**src/rtl/sdram_chk_pkg.sv**
```systemverilog
package sdram_chk_pkg;

  typedef enum logic [2:0] {
    CMD_NOP, CMD_MRS, CMD_REF, CMD_ACT, CMD_RD, CMD_WR, CMD_BST, CMD_PRE
  } cmd_e;

  typedef enum logic [1:0] {
    BK_IDLE, BK_ACTIVE, BK_APB
  } bank_st_e;

  // flag index; code = index + 1, lower index wins
  localparam int ERR_QUIET    = 0;
  localparam int ERR_NOT_IDLE = 1;
  localparam int ERR_AP_COL   = 2;
  localparam int ERR_BANK_ST  = 3;
  localparam int ERR_TRCD     = 4;
  localparam int ERR_TRRD     = 5;
  localparam int ERR_TRC      = 6;
  localparam int ERR_TRP      = 7;
  localparam int ERR_REF_LATE = 8;
  localparam int NUM_ERR      = 9;
  localparam int ERR_CODE_W   = $clog2(NUM_ERR + 1);

endpackage

```
**src/rtl/sdram_bank_track.sv**
```systemverilog
module sdram_bank_track
  import sdram_chk_pkg::*;
#(
  parameter int CNT_W = 6,
  parameter int BLV_W = 4
) (
  input  logic             clk_i,
  input  logic             rst_ni,
  input  logic             act_i,
  input  logic             col_ap_i,
  input  logic             pre_i,
  input  logic             bst_i,
  input  logic [BLV_W-1:0] bl_i,
  output bank_st_e         state_o,
  output logic [CNT_W-1:0] act_cnt_o,
  output logic [CNT_W-1:0] trp_cnt_o
);

  bank_st_e         state_q;
  logic [BLV_W-1:0] rem_q;
  logic [CNT_W-1:0] act_cnt_q, trp_cnt_q;

  function automatic logic [CNT_W-1:0] sat_inc(input logic [CNT_W-1:0] v);
    return (&v) ? v : v + 1'b1;
  endfunction

  always_ff @(posedge clk_i or negedge rst_ni) begin
    if (!rst_ni) begin
      state_q   <= BK_IDLE;
      rem_q     <= '0;
      act_cnt_q <= '1;
      trp_cnt_q <= '1;
    end else begin
      act_cnt_q <= act_i ? CNT_W'(1) : sat_inc(act_cnt_q);
      if (act_i) begin
        state_q   <= BK_ACTIVE;
        trp_cnt_q <= sat_inc(trp_cnt_q);
      end else if (pre_i && state_q != BK_IDLE) begin
        state_q   <= BK_IDLE;
        trp_cnt_q <= CNT_W'(1);
      end else if (bst_i && state_q == BK_APB) begin
        state_q   <= BK_IDLE;
        trp_cnt_q <= CNT_W'(1);
      end else if (col_ap_i) begin
        if (bl_i == BLV_W'(1)) begin
          state_q   <= BK_IDLE;
          trp_cnt_q <= '0;
        end else begin
          state_q   <= BK_APB;
          rem_q     <= bl_i - BLV_W'(2);
          trp_cnt_q <= sat_inc(trp_cnt_q);
        end
      end else if (state_q == BK_APB) begin
        if (rem_q == '0) begin
          state_q   <= BK_IDLE;
          trp_cnt_q <= '0;   // implicit close starts the cycle after the last beat
        end else begin
          rem_q     <= rem_q - 1'b1;
          trp_cnt_q <= sat_inc(trp_cnt_q);
        end
      end else begin
        trp_cnt_q <= sat_inc(trp_cnt_q);
      end
    end
  end

  assign state_o   = state_q;
  assign act_cnt_o = act_cnt_q;
  assign trp_cnt_o = trp_cnt_q;

  // an idle bank never jumps straight into an auto-precharge burst
  assert_apb_entry_R4: assert property (@(posedge clk_i) disable iff (!rst_ni)
    (state_q == BK_IDLE) |=> (state_q != BK_APB));

endmodule

```
**config.mk**
```make
export PLATFORM = sky130hd
export DESIGN_NAME = sdram_bank_track
export DESIGN_NICKNAME = d
export VERILOG_FILES = /design/src/rtl/sdram_chk_pkg.sv /design/src/rtl/sdram_bank_track.sv
export SDC_FILE = /design/constraint.sdc
export NUM_CORES = 1
export LEC_CHECK = 0
export BUFFER_PORTS_ARGS = -buffer_cell sky130_fd_sc_hd__buf_2
export CAP_MARGIN = 40
export CORE_MARGIN = 4
export CORE_UTILIZATION = 52
export DETAILED_ROUTE_END_ITERATION = 10
export PLACE_DENSITY = 0.74
export SLEW_MARGIN = 20
export SYNTH_ARGS = -nofsm -noshare
export SYNTH_HDL_FRONTEND = slang
export SYNTH_SLANG_ARGS = --single-unit
```
**constraint.sdc**
```tcl
create_clock -name clk_i -period 2.1 [get_ports clk_i]
set_input_delay 0.105 -clock clk_i [delete_from_list [all_inputs] [get_ports clk_i]]
set_output_delay 0.105 -clock clk_i [all_outputs]
set_load 0.02 [all_outputs]
```
==> qor.yml <==
sta:
  tightest_slew_ns: 0.489
  maxSlewHeadroom: 0.673
  fin_crit_ns: 1.74
  fin_ws_ns: 0.358
  finalHoldViolCount: 0
  slew_viol_final: 0
  clock_skew_ns: 0.00442
  rsz0062_at_grt: "no"
  setup_viol: 0
  max_freq_ghz: 0.574
  finalSetupTns_ns: 0
  period_share: 0.830
power:
  powerDensity_nw_per_um2: 913
  p_switching_w: 0.000408
  power_frac_seq: 0.479
  p_int_w: 0.000727
  swShare: 0.360
  power_frac_comb: 0.335
  cellLeakagePower_nw: 0.549
  clkPwrFrac: 0.186
  ir_drop_mv: 0.443
synth:
  synth_flop_cell: "dfstp_2"
  synth_commonest_cells: "dfstp_2 (12), nor2_1 (10), dfrtp_1 (6), mux2i_1 (6)"
  synth_edf_count: 0
  syn-num-nets: 119
  yosys-top-cells-area: "dfstp_2 (30%), dfrtp_1 (14%), mux2i_1 (5.7%)"
  postSynthAreaPerCell_um2: 10.1
  synth_top_area_cell: "dfstp_2"
  syn_area_um2: 1060
  netlist.area_leader.share: 0.299
  syn_inst: 105
  ys_seq_area_frac: 0.441
  synth.distinct_cells: 34
  synth_most_common_cell: "dfstp_2"
  synthArstFlopShare: 1.00
  ys_seq_elements: 18
  yosys_warnings: 0
global_route:
  grt_overflow_total: 0
  grt_pass1_vias: 825
  antenna_found_initial: 0
  grt_usage: 0.169
  grt_pass1_wl_um: 3440
  grt_max_degree: 19
setup_path:
  cp-end-kind: "flip-flop"
  cpPeakStageDelay_ns: 0.47
  r2r_slack_ns: 0.36
  crit_path_cell_trace: "inv_1 > ha_1 > or3b_2 > a22oi_2 > nor3_1 > a2bb2oi_1"
  crit_path_start_kind: "flip-flop"
  cpMaxStageDelayCell: "or3b_2"
  worstPathArrival_ns: 1.92
  critPathMaxFanout: 4
  required_ns: 2.27
  critical_path_class: "reg2reg"
place:
  place_ws_ns: 0.385
  hpwl_um: 1550
  finalWeightedCongestion: 0.855
  port_buffers: 23
  dpl_cell_area_um2: 1200
detailed_routing:
  vias: 873
  routedWlPerCell_um: 13.0
  first_pass_iters: 4
  vias_per_cell: 5.53
  drc: 0
  initialDrtViolationCount: 15
  routed_wl_um: 2050
  ant_nets: 0
clock_network:
  clk-insertion-delay-late_ns: 0.29
  cts_buffers: 3
  root_buffer: "clkbuf_4"
  post_cts_buffers: 0
  cts.path.max_buffers: 2
  cts.hold.buffers_added: 1
  cts_sinks: 18
  cts_max_level: 1
  ctsResizeCount: 0
  cts_tree: "yes"
  clk_pin_slew_ns: 0.10
floorplan:
  start_util: 0.544
  die_y_um: 53.1
  die-area_um2: 2820
  rows: 16
  coreArea_um2: 1940
  io_pins: 24
  dieWidth_um: 53.1
cells_and_area:
  fin_area_um2: 1240
  nets: 146
  layout-drive-gt1-share: 0.344
  synthToLayoutAreaGrowth_pct: 17.8
  fin_util: 0.640
  antenna_cells: 0
status:
  outcome: "finished, final reports clean"
min_path:
  hp-class: "in2reg"
flow_run:
  maxCapViolCount: 0
==> layer usage <==
layer	share of wire	GRT usage	wire, µm
met5	0	0	0
met4	0.019	0.0894	39
met3	0.053	0.0366	108
met2	0.46	0.287	953
met1	0.46	0.198	951
==> area by class of cell <==
cell class / count / area, µm²
well taps: 27 / 33.8
multi-input cells: 80 / 564
repair buffers: 24 / 125
fillers: 187 / 698
flip-flops and latches: 18 / 465
inverters: 5 / 18.8
clock buffers: 4 / 36.3
==> power groups by stage <==
stage	Clock [W]	Combinational [W]	Sequential [W]
detailed placement	0	0.000381	0.000550
finish	0.000211	0.000380	0.000544
global route	0.000234	0.000426	0.000559
global placement	0	0.000369	0.000543
CTS	0.000220	0.000386	0.000544
floorplan	0	0.000221	0.000592
==> per-stage QoR <==
| step | cells | total power (W) | hold WS, ns |
|---|---|---|---|
| floorplan | 105 | 0.000813 | -0.191 |
| global placement | 153 | 0.000912 | 0.0509 |
| detailed placement | 153 | 0.000931 | 0.0487 |
| CTS | 158 | 0.00115 | 0.103 |
| global route | 158 | 0.00122 | 0.136 |
| finish | 158 | 0.00113 | 0.112 |
==> logic make-up after synthesis <==
group,after synthesis,share of synthesized area
xor+xnor,5,0.0415
flops,18,0.441
buf+inv,7,0.0249
fa+ha+maj,4,0.0474
simple gates,40,0.209
compound gates,25,0.180
mux,6,0.0569
==> final timing paths <==
| check | from | end | depth (start not counted) |
|---|---|---|---|
| min | bl_i[0] | rem_q[0] | 3 |
| min in group asynchronous | rst_ni | state_o[1] | 2 |
| max in group asynchronous | rst_ni | trp_cnt_o[4] | 2 |
| max reg2reg | rem_q[0] | rem_q[2] | 6 |
| max | rem_q[0] | rem_q[2] | 6 |
| min reg2reg | act_cnt_o[5] | act_cnt_o[4] | 2 |
==> critical path: cells and delay by family (launching register included) <==
| family | cells | cell delay, ns |
|---|---|---|
| AND/OR/NAND/NOR | 2 | 0.55 |
| buffers and inverters | 1 | 0.09 |
| adder cells (fa/ha/maj) | 1 | 0.21 |
| flip-flops | 1 | 0.39 |
| AO/OA/AOI/OAI | 2 | 0.38 |
==> state kept, by name (all words and copies together) (netlist names) <==
register	flops
act_cnt_o	6
trp_cnt_o	6
rem_q	4
state_o	2
==> cell usage in the layout, fill, tap and decap left out, types with 4 or more instances in the layout <==
cell	count
mux2i_1	6
nand2_1	4
a31oi_1	5
nand2b_1	4
inv_1	5
ha_1	4
nor2_1	10
dfrtp_1	6
nor3_1	5
a21oi_1	5
dfstp_2	12
nor3b_1	4
nand3_1	5
buf_2	23
No activity file was read; power rests on OpenSTA's default activity.
